--- src/rtl/tg_pkg.sv ---
package tg_pkg;
  typedef enum logic [1:0] {
    ST_IDLE     = 2'd0,
    ST_ARMED    = 2'd1,
    ST_IN_PULSE = 2'd2,
    ST_RELEASED = 2'd3
  } tg_state_e;

  // Leading edge of the watched condition for a given polarity.
  function automatic logic lead_edge(input logic pol, input logic rise, input logic fall);
    return pol ? fall : rise;
  endfunction

  // Trailing edge: the opposite transition.
  function automatic logic trail_edge(input logic pol, input logic rise, input logic fall);
    return pol ? rise : fall;
  endfunction
endpackage

--- src/rtl/tg_sync.sv ---
module tg_sync #(
  parameter int NUM_CH = 4
) (
  input  logic              clk,
  input  logic              rst_n,
  input  logic [NUM_CH-1:0] din,
  output logic [NUM_CH-1:0] rise,
  output logic [NUM_CH-1:0] fall
);
  for (genvar g = 0; g < NUM_CH; g++) begin : g_ch
    logic meta_q, lvl_q, prev_q;
    always_ff @(posedge clk or negedge rst_n) begin
      if (!rst_n) begin
        meta_q <= 1'b0;
        lvl_q  <= 1'b0;
        prev_q <= 1'b0;
      end else begin
        meta_q <= din[g];
        lvl_q  <= meta_q;
        prev_q <= lvl_q;
      end
    end
    assign rise[g] = lvl_q & ~prev_q;
    assign fall[g] = ~lvl_q & prev_q;
  end
endmodule

--- src/rtl/tg_width_ctr.sv ---
module tg_width_ctr #(
  parameter int WIDTH_W = 16
) (
  input  logic               clk,
  input  logic               rst_n,
  input  logic               start,
  input  logic               inc,
  input  logic [WIDTH_W-1:0] tau,
  output logic               met
);
  logic [WIDTH_W-1:0] cnt_q;

  // Width zero is treated as one cycle.
  function automatic logic [WIDTH_W-1:0] eff_tau(input logic [WIDTH_W-1:0] t);
    return (t == '0) ? WIDTH_W'(1) : t;
  endfunction

  always_ff @(posedge clk or negedge rst_n) begin
    if (!rst_n)
      cnt_q <= '0;
    else if (start)
      cnt_q <= WIDTH_W'(1);
    else if (inc && (cnt_q < eff_tau(tau)))
      cnt_q <= cnt_q + WIDTH_W'(1);
  end

  assign met = (cnt_q >= eff_tau(tau));
endmodule

--- src/rtl/trig_gate.sv ---
module trig_gate #(
  parameter int NUM_CH  = 4,
  parameter int WIDTH_W = 16,
  parameter int TS_W    = 32,
  localparam int CH_W   = (NUM_CH > 1) ? $clog2(NUM_CH) : 1
) (
  input  logic               clk,
  input  logic               rst_n,
  input  logic [NUM_CH-1:0]  trig_in,
  input  logic               cfg_we,
  input  logic [CH_W-1:0]    cfg_chan,
  input  logic               cfg_mode,
  input  logic               cfg_pol,
  input  logic [WIDTH_W-1:0] cfg_width,
  input  logic               arm,
  input  logic               abort,
  output logic               hold_o,
  output logic               rel_o,
  output logic [TS_W-1:0]    ts_o,
  output logic               ts_valid_o
);
  import tg_pkg::*;

  tg_state_e          state_q, state_d;
  logic [CH_W-1:0]    chan_q;
  logic               mode_q, pol_q;
  logic [WIDTH_W-1:0] width_q;
  logic [TS_W-1:0]    now_q, ts_q;
  logic [NUM_CH-1:0]  rise_v, fall_v;

  // Named internal events for the checker.
  logic in_idle, in_armed, in_pulse;
  logic sel_rise, sel_fall, lead_evt, trail_evt, width_met;
  logic start_pulse, qual_raw;

  tg_sync #(.NUM_CH(NUM_CH)) u_sync (
    .clk (clk), .rst_n (rst_n), .din (trig_in), .rise (rise_v), .fall (fall_v)
  );

  assign in_idle   = (state_q == ST_IDLE);
  assign in_armed  = (state_q == ST_ARMED);
  assign in_pulse  = (state_q == ST_IN_PULSE);
  assign sel_rise  = rise_v[chan_q];
  assign sel_fall  = fall_v[chan_q];
  assign lead_evt  = lead_edge(pol_q, sel_rise, sel_fall);
  assign trail_evt = trail_edge(pol_q, sel_rise, sel_fall);

  assign start_pulse = in_armed && mode_q && lead_evt && !abort;

  tg_width_ctr #(.WIDTH_W(WIDTH_W)) u_width (
    .clk (clk), .rst_n (rst_n), .start (start_pulse),
    .inc (in_pulse && !trail_evt), .tau (width_q), .met (width_met)
  );

  assign qual_raw = (in_armed && !mode_q && lead_evt) ||
                    (in_pulse && trail_evt && width_met);

  always_comb begin
    state_d = state_q;
    unique case (state_q)
      ST_IDLE:     if (arm) state_d = ST_ARMED;
      ST_ARMED: begin
        if (abort)                 state_d = ST_IDLE;
        else if (qual_raw)         state_d = ST_RELEASED;
        else if (start_pulse)      state_d = ST_IN_PULSE;
      end
      ST_IN_PULSE: begin
        if (abort)                 state_d = ST_IDLE;
        else if (qual_raw)         state_d = ST_RELEASED;
        else if (trail_evt)        state_d = ST_ARMED;
      end
      ST_RELEASED:                 state_d = ST_IDLE;
      default:                     state_d = ST_IDLE;
    endcase
  end

  always_ff @(posedge clk or negedge rst_n) begin
    if (!rst_n) begin
      state_q <= ST_IDLE;
      chan_q  <= '0;
      mode_q  <= 1'b0;
      pol_q   <= 1'b0;
      width_q <= '0;
      now_q   <= '0;
      ts_q    <= '0;
    end else begin
      state_q <= state_d;
      now_q   <= now_q + TS_W'(1);
      if (in_idle && cfg_we) begin
        chan_q  <= cfg_chan;
        mode_q  <= cfg_mode;
        pol_q   <= cfg_pol;
        width_q <= cfg_width;
      end
      if (qual_raw && !abort) ts_q <= now_q;
    end
  end

  assign hold_o     = in_armed || in_pulse;
  assign rel_o      = (state_q == ST_RELEASED);
  assign ts_valid_o = rel_o;
  assign ts_o       = ts_q;
endmodule

--- config.mk ---
export PLATFORM = sky130hd
export DESIGN_NAME = trig_gate
export DESIGN_NICKNAME = d
export VERILOG_FILES = /design/src/rtl/tg_pkg.sv /design/src/rtl/tg_sync.sv /design/src/rtl/tg_width_ctr.sv /design/src/rtl/trig_gate.sv
export SDC_FILE = /design/constraint.sdc
export NUM_CORES = 1
export LEC_CHECK = 0
export ABC_AREA = 1
export BUFFER_PORTS_ARGS = -buffer_cell sky130_fd_sc_hd__buf_2
export CORE_ASPECT_RATIO = 0.6
export CORE_MARGIN = 1.5
export CORE_UTILIZATION = 35
export CTS_CLUSTER_SIZE = 8
export DETAILED_ROUTE_END_ITERATION = 8
export PLACE_DENSITY_LB_ADDON = 0.15
export SYNTH_ARGS = -nofsm -noshare
export SYNTH_HDL_FRONTEND = slang
export SYNTH_SLANG_ARGS = --single-unit
--- constraint.sdc ---
create_clock -name clk -period 4.3 [get_ports clk]
set_input_delay 0.215 -clock clk [delete_from_list [all_inputs] [get_ports clk]]
set_output_delay 0.215 -clock clk [all_outputs]
set_load 0.01 [all_outputs]
==> results of run 1 <==
[Yosys cell counts (5+ instances only)]
| cell type | count | area (um2) |
|---|---|---|
| nand3_1 | 40 | 200.2 |
| o21ai_0 | 13 | 65.06 |
| ha_1 | 23 | 287.8 |
| nor2_1 | 47 | 176.4 |
| inv_1 | 83 | 311.6 |
| o21ai_1 | 31 | 155.2 |
| nor4_1 | 6 | 37.54 |
| nand2_1 | 114 | 427.9 |
| clkbuf_1 | 5 | 18.77 |
| a21oi_1 | 29 | 145.1 |
| xor2_1 | 33 | 289.0 |
| nor3_1 | 13 | 65.06 |
| dfrtp_1 | 114 | 2853 |
| nand4_1 | 10 | 62.56 |
| nand3b_1 | 5 | 37.54 |
[sequential cells by signal, indices dropped and copies added, names as in the netlist]
name,flops
now_q,32
state_q,2
width_q,16
chan_q,2
ts_o,32
mode_q,1
pol_q,1
u_width.cnt_q,16
u_sync.g_ch.prev_q,4
u_sync.g_ch.lvl_q,4
u_sync.g_ch.meta_q,4
[per-layer routing]
metal,global-route usage [%],share of wire (%)
met5,0,0
met2,22.76,40
met3,3.719,4.6
met1,24.99,54
met4,4.739,0.90
[final timing paths]
check | start | slack, ns | end
max | width_q[9] | 1.47 | ts_o[29]
min in group asynchronous | rst_n | 0.39 | u_sync.g_ch[1].meta_q
max reg2reg | width_q[9] | 1.47 | ts_o[29]
min reg2reg | u_sync.g_ch[0].meta_q | 0.35 | u_sync.g_ch[0].lvl_q
min | cfg_width[0] | 0.05 | width_q[0]
max in group asynchronous | rst_n | 2.84 | width_q[5]
[area by class of cell]
| cell class | instances | area share (%) |
|---|---|---|
| sequential | 114 | 42.97 |
| multi-input combinational | 394 | 34.11 |
| clock buffer | 19 | 6.672 |
| timing repair buffer | 71 | 5.880 |
| inverter | 86 | 4.862 |
| tap | 203 | 3.826 |
| clock inverter | 13 | 1.677 |
[cells by family after synthesis]
kind of cell / count (synthesis)
AO/OA/AOI/OAI: 76
multiplexers: 2
flip-flops: 114
XOR/XNOR: 34
buffers and inverters: 101
AND/OR/NAND/NOR: 259
adder cells (fa/ha/maj): 23
[stage by stage]
step           power, W  cells
2_1_floorplan  0.001849    609
3_3_place_gp   0.002058    863
3_5_place_dp   0.002072    863
4_1_cts        0.003419    900
5_1_grt        0.003607    900
6_report       0.003375    900
[worst reg2reg max path, cell delays in order, from the launching register on]
cell,delay [ns]
dfrtp_1,0.38
nor4_1,0.58
a41o_1,0.27
ha_1,0.15
inv_1,0.04
nand2_1,0.05
nand2_1,0.04
nand2_1,0.05
nand2_1,0.04
nand2_1,0.05
nand2_1,0.05
nand2_1,0.08
nand3_1,0.10
nand2_2,0.12
nand2_4,0.08
nand2_4,0.44
nand2_1,0.14
o21ai_1,0.09
[cells in the final DEF (no fill, tap or decap), drive strengths merged]
| cell | Yosys | routed |
|---|---|---|
| nor3 | 17 | 17 |
| xor2 | 33 | 33 |
| clkbuf | 5 | 19 |
| buf | 10 | 66 |
| nand3 | 41 | 41 |
| nand2 | 120 | 120 |
| bufinv | 0 | 1 |
| dfrtp | 114 | 114 |
| clkinvlp | 0 | 4 |
| xnor2 | 1 | 1 |
| or2 | 1 | 1 |
| a31oi | 1 | 1 |
| mux2 | 2 | 2 |
| ha | 23 | 23 |
| dlygate4sd3 | 0 | 5 |
| nor2 | 53 | 53 |
| o21a | 1 | 1 |
| a21oi | 29 | 29 |
| a41o | 1 | 1 |
| nand3b | 6 | 6 |
| inv | 86 | 88 |
| clkinv | 0 | 6 |
| nor3b | 1 | 1 |
| nor4 | 8 | 8 |
| nand4 | 12 | 12 |
| o21ai | 44 | 44 |
[power groups by stage]
stage	Combinational, W	Sequential (W)	Clock, W
after CTS	0.000740	0.00132	0.00136
after global placement	0.000723	0.00134	0
after detailed placement	0.000732	0.00134	0
after global routing	0.000851	0.00134	0.00141
after floorplan	0.000522	0.00133	0
final	0.000726	0.00132	0.00133
[repair_timing]
item                                    4_1_cts  5_1_grt
endpoints found under the setup margin        0        0
hold endpoints to repair                     55        0
resized for setup                             0        0
hold buffers                                  5        0
==> flow_metrics.env, run 1 <==
export IMPL_status="complete, no violations"
export IMPL_dp_hpwl_um=9068
export IMPL_worst_path_max_fanout=61
export IMPL_grt_usage_pct=16.34
export IMPL_place_ws_ns=1.531
export IMPL_wl_per_cell_um=13.76
export IMPL_grt_pass1_wl_um=20820
export IMPL_synth_compound_area_share_pct=7.027
export IMPL_grt_max_degree=62
export IMPL_syn_inst=609
export IMPL_routed_wl_um=12390
export IMPL_worst_setup_path_start_kind="flip-flop"
export IMPL_power_leakage_nw=3.322
export IMPL_rsz0062_at_grt="no"
export IMPL_postCtsSetupRepairBufs=0
export IMPL_drtAntennaViolNets=0
export IMPL_vias=4192
export IMPL_finalCritPeriodShare_pct=65.90
export IMPL_muxShareOfSynthArea_pct=0.4067
export IMPL_tightest_slew_ns=0.7744
export IMPL_io_buffers=63
export IMPL_final_setup_viol_count=0
export IMPL_cp_required_ns=4.62
export IMPL_coreArea_um2=15410
export IMPL_drt_vias_per_instance=4.658
export IMPL_clk_path_buf_depth=2
export IMPL_fillers=1533
export IMPL_syn_area_per_cell_um2=9.093
export IMPL_cts_sinks=114
export IMPL_rr_worst_depth=17
export IMPL_synth_xor_area_share_pct=5.377
export IMPL_pin_count=64
export IMPL_clk_latency_ns=0.41
export IMPL_slowest_stage="nor4_1"
export IMPL_intPower_w=0.002285
export IMPL_cts_tree="yes"
export IMPL_gp_congestion=0.8480
export IMPL_finalClockSkew_ns=0.008562
export IMPL_synth_seq_cells=114
export IMPL_netlist_area_um2=5538
export IMPL_powerDensity_nw_per_um2=508.4
export IMPL_p_sw_w=0.001090
export IMPL_path_delay_family="simple AND/OR/NAND/NOR gates"
export IMPL_combinationalPowerShare_pct=21.5
export IMPL_ys_seq_area_share_pct=51.51
export IMPL_layout_drive_gt1_share_pct=18.08
export IMPL_min_path_type="in2reg"
export IMPL_first_global_vias=4116
export IMPL_finalSetupTns_ns=0
export IMPL_clkPwrFrac_pct=39.3
export IMPL_switching_share_pct=32.29
export IMPL_fin_ws_ns=1.466
export IMPL_dr_pass1_iters=4
export IMPL_htree_levels=4
export IMPL_timing_final_max_slew_violations=0
export IMPL_clock_fmax_mhz=352.9
export IMPL_placed_area_um2=6035
export IMPL_crit_arrival_ns=3.15
export IMPL_layout_nets=736
export IMPL_synth_top_family_by_area="simple AND/OR/NAND/NOR gates"
export IMPL_design_area_um2=6639
export IMPL_root_buffer="clkbuf_16"
export IMPL_drcViolationCount=0
export IMPL_final_util_pct=43.07
export IMPL_whs_path_depth=2
export IMPL_diodes=0
export IMPL_synth_ff_type="dfrtp_1"
export IMPL_synthSimpleGateAreaFrac_pct=22.89
export IMPL_critPathBufInv=1
export IMPL_cts_buffers_inserted=17
export IMPL_antenna_found_initial=0
export IMPL_ff_latch_area_um2=2853
export IMPL_yosys_warnings=0
export IMPL_area_growth_syn_to_layout_pct=19.88
export IMPL_multiInputGateArea_um2=2265
export IMPL_peakVddDrop_mv=0.2402
export IMPL_cap_viol_max_count=0
export IMPL_crit_cells=17
export IMPL_drt_iter0_drc=248
export IMPL_crit_chain="nor4_1, a41o_1, ha_1, inv_1, nand2_1, nand2_1, nand2_1, nand2_1, nand2_1, nand2_1, nand2_1, nand3_1, nand2_2, nand2_4, nand2_4, nand2_1, o21ai_1"
export IMPL_post_route_min_period_ns=2.834
export IMPL_finalHoldViolations=0
export IMPL_synthDistinctLibCells=37
export IMPL_syn_nets=661
export IMPL_initial_core_util_pct=35.93
export IMPL_die_height_um=100.4
export IMPL_end_kind="flip-flop"
export IMPL_num_rows=35
export IMPL_crit_type="reg2reg"
export IMPL_max_stage_delay_ns=0.58
export IMPL_holdWs_ns=0.05212
export IMPL_overflow=0
export IMPL_die_x_um=165.4
export IMPL_power_frac_seq_pct=39.2
export IMPL_synthAdderAreaFrac_pct=5.197
export IMPL_clk_pin_slew_ns=0.06
export IMPL_relSlewSlack_pct=48.23
export IMPL_critPathMostFrequentCell="nand2_1"
export IMPL_ys_async_sr_fraction_pct=100.0
export IMPL_synth_edf_count=0
export IMPL_dieArea_um2=16610
No activity file was read; power rests on OpenSTA's default activity.
==> run 2: changes to the inputs <==
--- a/config.mk
+++ b/config.mk
@@ -5,7 +5,7 @@
 export SDC_FILE = /design/constraint.sdc
 export NUM_CORES = 1
 export LEC_CHECK = 0
-export ABC_AREA = 1
+export ABC_AREA = 0
 export BUFFER_PORTS_ARGS = -buffer_cell sky130_fd_sc_hd__buf_2
 export CORE_ASPECT_RATIO = 0.6
 export CORE_MARGIN = 1.5
==> constraint.sdc (replaced) <==
create_clock -name clk -period 2.6 [get_ports clk]
set_input_delay 0.13 -clock clk [delete_from_list [all_inputs] [get_ports clk]]
set_output_delay 0.13 -clock clk [all_outputs]
set_load 0.01 [all_outputs]
==> flow_metrics.env, run 2 <==
export IMPL_drtAntennaViolNets=0
export IMPL_synth_top_area_share_pct=46.28
export IMPL_status="complete, but fails checks"
export IMPL_max_stage_delay_ns=0.51
export IMPL_violations="setup timing"
export IMPL_cts_sinks=114
export IMPL_synth_seq_cells=114
export IMPL_crit_start="width_q[9]"
export IMPL_finalHoldViolations=0
export IMPL_fillers=1598
export IMPL_grt_usage_pct=18.55
export IMPL_clkPwrFrac_pct=27.9
export IMPL_worst_setup_path_start_kind="flip-flop"
export IMPL_htree_levels=4
export IMPL_ff_latch_area_um2=2853
export IMPL_cts_buffers_inserted=17
export IMPL_path_delay_family="simple AND/OR/NAND/NOR gates"
export IMPL_grt_pass1_wl_um=26650
export IMPL_relSlewSlack_pct=67.41
export IMPL_root_buffer="clkbuf_16"
export IMPL_synth_most_common_cell="dfrtp_1"
export IMPL_initial_core_util_pct=35.89
export IMPL_intPower_w=0.004878
export IMPL_post_synth_top_area_cell="dfrtp_1"
export IMPL_placed_area_um2=6888
export IMPL_clk_pin_slew_ns=0.05
export IMPL_syn_inst=615
export IMPL_dieArea_um2=18440
export IMPL_synthDistinctLibCells=50
export IMPL_end_kind="flip-flop"
export IMPL_grt_max_degree=80
export IMPL_syn_area_per_cell_um2=10.02
export IMPL_critPathBufInv=1
export IMPL_gp_congestion=0.8376
export IMPL_antenna_found_initial=0
export IMPL_syn_nets=667
export IMPL_tightest_slew_ns=0.4889
export IMPL_first_global_vias=5019
export IMPL_routed_wl_um=16490
export IMPL_switching_share_pct=37.11
export IMPL_postCtsSetupRepairBufs=0
export IMPL_layout_drive_gt1_share_pct=22.39
export IMPL_layout_common_cells="dfrtp_1 (114), nand3_1 (86), buf_2 (62)"
export IMPL_synth_ff_type="dfrtp_1"
export IMPL_crit_arrival_ns=2.97
export IMPL_multiInputGateArea_um2=3158
export IMPL_die_x_um=174.3
export IMPL_worst_path_max_fanout=6
export IMPL_overflow=0
export IMPL_cp_required_ns=2.94
export IMPL_powerDensity_nw_per_um2=995.6
export IMPL_dp_hpwl_um=10930
export IMPL_num_rows=37
export IMPL_coreArea_um2=17180
export IMPL_min_path_type="in2async"
export IMPL_synth_edf_count=0
export IMPL_cap_viol_max_count=0
export IMPL_p_sw_w=0.002879
export IMPL_design_area_um2=7791
export IMPL_io_buffers=63
export IMPL_slowest_stage="or4_1"
export IMPL_finalCritPeriodShare_pct=101.2
export IMPL_area_growth_syn_to_layout_pct=26.39
export IMPL_place_ws_ns=-0.1883
export IMPL_clk_latency_ns=0.41
export IMPL_final_common_cell="dfrtp_1"
export IMPL_drcViolationCount=0
export IMPL_finalClockSkew_ns=0.007521
export IMPL_drt_iter0_drc=346
export IMPL_cts_tree="yes"
export IMPL_ys_seq_area_share_pct=46.28
export IMPL_post_route_min_period_ns=2.631
export IMPL_power_frac_seq_pct=34.4
export IMPL_dr_pass1_iters=5
export IMPL_crit_type="reg2reg"
export IMPL_rsz0062_at_grt="yes"
export IMPL_yosys_warnings=0
export IMPL_diodes=0
export IMPL_die_height_um=105.8
export IMPL_clk_path_buf_depth=2
export IMPL_final_setup_viol_count=3
export IMPL_drt_vias_per_instance=5.320
export IMPL_netlist_area_um2=6165
export IMPL_power_leakage_nw=3.244
export IMPL_synth_common_cells="dfrtp_1 (114), nand3_1 (86), nand2_1 (37)"
export IMPL_timing_rr_start="width_q[9]"
export IMPL_ys_async_sr_fraction_pct=100.0
export IMPL_vias=5118
export IMPL_fin_ws_ns=-0.03098
export IMPL_yosys_top_cells_area="dfrtp_1 (46%), nand3_1 (7.0%), ha_1 (4.7%)"
export IMPL_pin_count=64
export IMPL_timing_final_max_slew_violations=0
export IMPL_clock_fmax_mhz=380.1
export IMPL_combinationalPowerShare_pct=37.8
export IMPL_wl_per_cell_um=17.14
export IMPL_crit_chain="nor4_2, buf_4, a41o_1, ha_1, nand2b_1, a21oi_1, o21a_1, or3_4, or4_1, a21oi_2"
export IMPL_finalSetupTns_ns=-0.06191
export IMPL_peakVddDrop_mv=0.3515
export IMPL_layout_nets=768
## run 2: through the flow
stage                     total power (W)  cells  hold slack, ns  util [%]
after floorplan                  0.004332    615         -0.1656         -
after global placement           0.005361    905          0.1284     40.10
after detailed placement         0.005459    905          0.1271     40.10
after CTS                        0.007732    962          0.2215     44.88
after global routing             0.008250    962          0.2517     45.36
final                            0.007757    962          0.2164     45.36
## run 2: final timing paths
check	end	slack, ns	cells after the start
hold reg to reg	u_sync.g_ch[2].lvl_q	0.35	0
min in group clk	state_q[1]	0.24	3
setup reg to reg	u_width.cnt_q[3]	-0.03	10
hold / removal	u_sync.g_ch[3].meta_q	0.22	2
max in group asynchronous	u_width.cnt_q[7]	1.57	3
setup / recovery	u_width.cnt_q[3]	-0.03	10
## run 2: cell type report
cell class              count  area share (%)
multi-input cells         440           40.53
flip-flops and latches    114           36.61
repair buffers            119           10.92
clock buffers              21           5.910
well taps                 234           3.758
inverters                  24           1.156
clock inverters            10           1.108
## run 2: cells by family after synthesis
logic type	after synthesis	synth area share [%]
buffers and inverters	62	4.222
DFF	114	46.28
muxes	36	6.921
and+or+nand+nor	246	21.39
xor gates and xnor gates	30	4.262
adders and majority gates	23	4.668
AOI/OAI and AO/OA	104	12.26
## run 2: worst reg2reg max path, delay by kind of cell (launching register included)
kind,cells,cell delay (ns)
DFF,1,0.38
buffers and inverters,1,0.16
AOI/OAI and AO/OA,4,0.58
adders and majority gates,1,0.12
and+or+nand+nor,4,1.31
## run 2: power by group through the flow
stage / Combinational, W / Clock (W) / Sequential, W
global route: 0.00322 / 0.00230 / 0.00273
global placement: 0.00271 / 0 / 0.00265
floorplan: 0.00168 / 0 / 0.00265
CTS: 0.00286 / 0.00222 / 0.00266
finish: 0.00293 / 0.00216 / 0.00267
detailed placement: 0.00279 / 0 / 0.00267
## run 2: routing by layer
| metal | vias to the layer above | share of wire (%) | wire [um] | GRT usage [%] |
|---|---|---|---|---|
| met5 | - | 0 | 0 | 0 |
| met4 | 0 | 1.0 | 172 | 5.542 |
| met3 | 14 | 4.8 | 799 | 5.159 |
| met2 | 110 | 42 | 6864 | 25.84 |
| met1 | 2544 | 52 | 8649 | 27.55 |
| li1 | 2450 | - | - | - |
## run 2: what timing repair did
item | 4_1_cts | 5_1_grt
hold buffers | 25 | 0
hold endpoints to repair | 59 | 0
endpoints found under the setup margin | 12 | 34
pin swaps | 5 | 2
resized for setup | 3 | 16
gates cloned | 1 | 0
==> run 3: changes to the inputs <==
--- a/config.mk
+++ b/config.mk
@@ -15,4 +15,5 @@
 export PLACE_DENSITY_LB_ADDON = 0.15
 export SYNTH_ARGS = -nofsm -noshare
 export SYNTH_HDL_FRONTEND = slang
+export SYNTH_HIERARCHICAL = 1
 export SYNTH_SLANG_ARGS = --single-unit
==> flow_metrics.env, run 3 <==
export IMPL_gp_congestion=0.8044
export IMPL_netlist_area_um2=5505
export IMPL_post_route_min_period_ns=2.680
export IMPL_timing_final_max_slew_violations=0
export IMPL_synthDistinctLibCells=52
export IMPL_ys_async_sr_fraction_pct=100.0
export IMPL_finalCritPeriodShare_pct=103.1
export IMPL_cp_required_ns=2.93
export IMPL_dieArea_um2=16510
export IMPL_syn_area_per_cell_um2=12.37
export IMPL_drt_vias_per_instance=4.749
export IMPL_final_common_cell="dfrtp_1"
export IMPL_overflow=0
export IMPL_die_height_um=100.1
export IMPL_powerDensity_nw_per_um2=958.7
export IMPL_relSlewSlack_pct=57.68
export IMPL_slowest_stage="a2111o_1"
export IMPL_min_to="state_q[1]"
export IMPL_finalSetupTns_ns=-1.224
export IMPL_pin_count=64
export IMPL_synth_top_area_share_pct=51.82
export IMPL_crit_start="width_q[13]"
export IMPL_synth_seq_cells=114
export IMPL_worst_setup_path_start_kind="flip-flop"
export IMPL_antenna_found_initial=0
export IMPL_tightest_slew_ns=0.6348
export IMPL_coreArea_um2=15370
export IMPL_drtAntennaViolNets=0
export IMPL_crit_chain="nor3_1, buf_4, a41o_1, ha_1, nor2b_1, o211ai_1, buf_4, a2111o_1, buf_6, buf_4, buf_4, and3_4, a21o_1, a21oi_2"
export IMPL_routed_wl_um=12150
export IMPL_dp_hpwl_um=8384
export IMPL_crit_arrival_ns=3.01
export IMPL_layout_nets=636
export IMPL_finalHoldViolations=0
export IMPL_initial_core_util_pct=35.82
export IMPL_critPathMostFrequentCell="buf_4"
export IMPL_min_path_type="in2reg"
export IMPL_syn_nets=497
export IMPL_rr_worst_depth=14
export IMPL_clock_fmax_mhz=373.1
export IMPL_grt_pass1_wl_um=19990
export IMPL_clk_path_buf_depth=2
export IMPL_synth_ff_type="dfrtp_1"
export IMPL_fillers=1420
export IMPL_rsz0062_at_grt="yes"
export IMPL_fin_ws_ns=-0.08038
export IMPL_timing_rr_start="width_q[13]"
export IMPL_first_global_vias=3884
export IMPL_area_growth_syn_to_layout_pct=33.20
export IMPL_cts_sinks=114
export IMPL_layout_drive_gt1_share_pct=39.53
export IMPL_vias=3799
export IMPL_diodes=0
export IMPL_finalClockSkew_ns=0.01642
export IMPL_violations="setup timing"
export IMPL_synth_most_common_cell="dfrtp_1"
export IMPL_whs_path_depth=4
export IMPL_layout_common_cells="dfrtp_1 (113), buf_2 (62), buf_4 (36)"
export IMPL_drt_iter0_drc=218
export IMPL_post_synth_top_area_cell="dfrtp_1"
export IMPL_root_buffer="clkbuf_16"
export IMPL_drcViolationCount=0
export IMPL_end_kind="flip-flop"
export IMPL_wl_per_cell_um=15.19
export IMPL_cap_viol_max_count=0
export IMPL_grt_usage_pct=15.86
export IMPL_status="complete, but fails checks"
export IMPL_dr_pass1_iters=4
export IMPL_holdWs_ns=0.1012
export IMPL_io_buffers=63
export IMPL_htree_levels=4
export IMPL_r2r_setup_slack_ns=-0.08
export IMPL_die_x_um=164.9
export IMPL_synth_edf_count=0
export IMPL_synth_common_cells="dfrtp_1 (114), mux2_4 (30), inv_1 (26)"
export IMPL_power_leakage_nw=3.468
export IMPL_crit_type="reg2reg"
export IMPL_yosys_warnings=6
export IMPL_min_from="abort"
export IMPL_grt_max_degree=49
export IMPL_yosys_top_cells_area="dfrtp_1 (52%), mux2_4 (8.2%), ha_1 (5.2%)"
export IMPL_clk_latency_ns=0.40
export IMPL_cts_tree="yes"
export IMPL_peakVddDrop_mv=0.3670
export IMPL_worst_path_max_fanout=3
export IMPL_syn_inst=445
export IMPL_clk_pin_slew_ns=0.05
export IMPL_max_stage_delay_ns=0.43
export IMPL_final_setup_viol_count=33
export IMPL_cts_buffers_inserted=17
export IMPL_final_util_pct=47.71
export IMPL_ys_seq_area_share_pct=51.82
export IMPL_num_rows=35
export IMPL_r2r_end="u_width/cnt_q[12]"
-- run 3: changes by cell type after synthesis, moves of 9 or more --
cell / previous run / this run
nand3_1: 86 / 17
a22oi_1: 32 / 0
o211ai_1: 32 / 1
mux2_4: 0 / 30
nor2b_1: 33 / 10
nand2b_1: 21 / 3
clkbuf_1: 22 / 5
nand2_1: 37 / 24
mux2i_1: 12 / 3
-- run 3: layer usage --
metal	global-route usage [%]	vias to the layer above	part of all wire [%]
met4	4.782	0	0.26
met5	0	-	0
li1	-	1867	-
met3	3.388	2	2.9
met2	22.62	51	42
met1	23.90	1879	55
-- run 3: what timing repair did --
item / 4_1_cts / 5_1_grt
buffers inserted: 2 / 6
setup endpoints to repair: 44 / 45
hold endpoints to repair: 69 / 0
gates resized for setup: 12 / 31
pin swaps: 2 / 12
hold buffers: 25 / 0
cloned: 0 / 1
-- run 3: logic make-up (layout without fill, tap and decap cells) --
logic type,Yosys count,in the layout,synth area share (%)
flops,114,114,51.82
simple gates,127,128,12.64
compound gates,48,48,6.182
buf+inv,39,190,3.932
xor+xnor,33,33,5.250
fa+ha+maj,23,23,5.227
mux,61,61,14.95
-- run 3: worst max path at each step --
stage	to	slack, ns	depth (start not counted)
3_3_place_gp	ts_o[14]	-0.25	12
4_1_cts	ts_o[31]	-0.08	12
3_5_place_dp	state_q[0]	-0.33	12
6_report	u_width/cnt_q[12]	-0.08	14
5_1_grt	ts_o[8]	-0.19	14
2_1_floorplan	ts_o[10]	0.19	14
-- run 3: through the flow --
| stage | power, W | cell area (um2) | instances | setup slack, ns |
|---|---|---|---|---|
| global placement | 0.004575 | 6266 | 734 | -0.2458 |
| finish | 0.007031 | 7333 | 800 | -0.08038 |
| CTS | 0.006939 | 7139 | 793 | -0.07721 |
| floorplan | 0.003837 | 5505 | 445 | 0.1858 |
| global route | 0.007493 | 7333 | 800 | -0.1905 |
| detailed placement | 0.004643 | 6266 | 734 | -0.3277 |
-- run 3: cell type report --
class / instances / area, um2 / share of cell area, %
Inverter: 26 / 97.59 / 1.331
Timing Repair Buffer: 132 / 984.7 / 13.43
Multi-Input combinational cell: 293 / 2596 / 35.40
Clock buffer: 18 / 439.2 / 5.989
Sequential cell: 114 / 2854 / 38.92
Tap cell: 203 / 254.0 / 3.464
Clock inverter: 14 / 107.6 / 1.467
-- run 3: worst max-delay path: cells and delay by family, from the launching register on --
| kind | cells | cell delay [ns] |
|---|---|---|
| flops | 1 | 0.34 |
| compound gates | 5 | 1.05 |
| simple gates | 3 | 0.36 |
| fa+ha+maj | 1 | 0.18 |
| buf+inv | 5 | 0.68 |
-- run 3: where the power goes --
part	leakage (nW)	total, W	switching, W	internal [W]
registers	1.47	0.00248	0.000356	0.00212
clock network	0.263	0.00211	0.000862	0.00125
logic	1.74	0.00244	0.00117	0.00127
total	3.47	0.00703	0.00239	0.00464
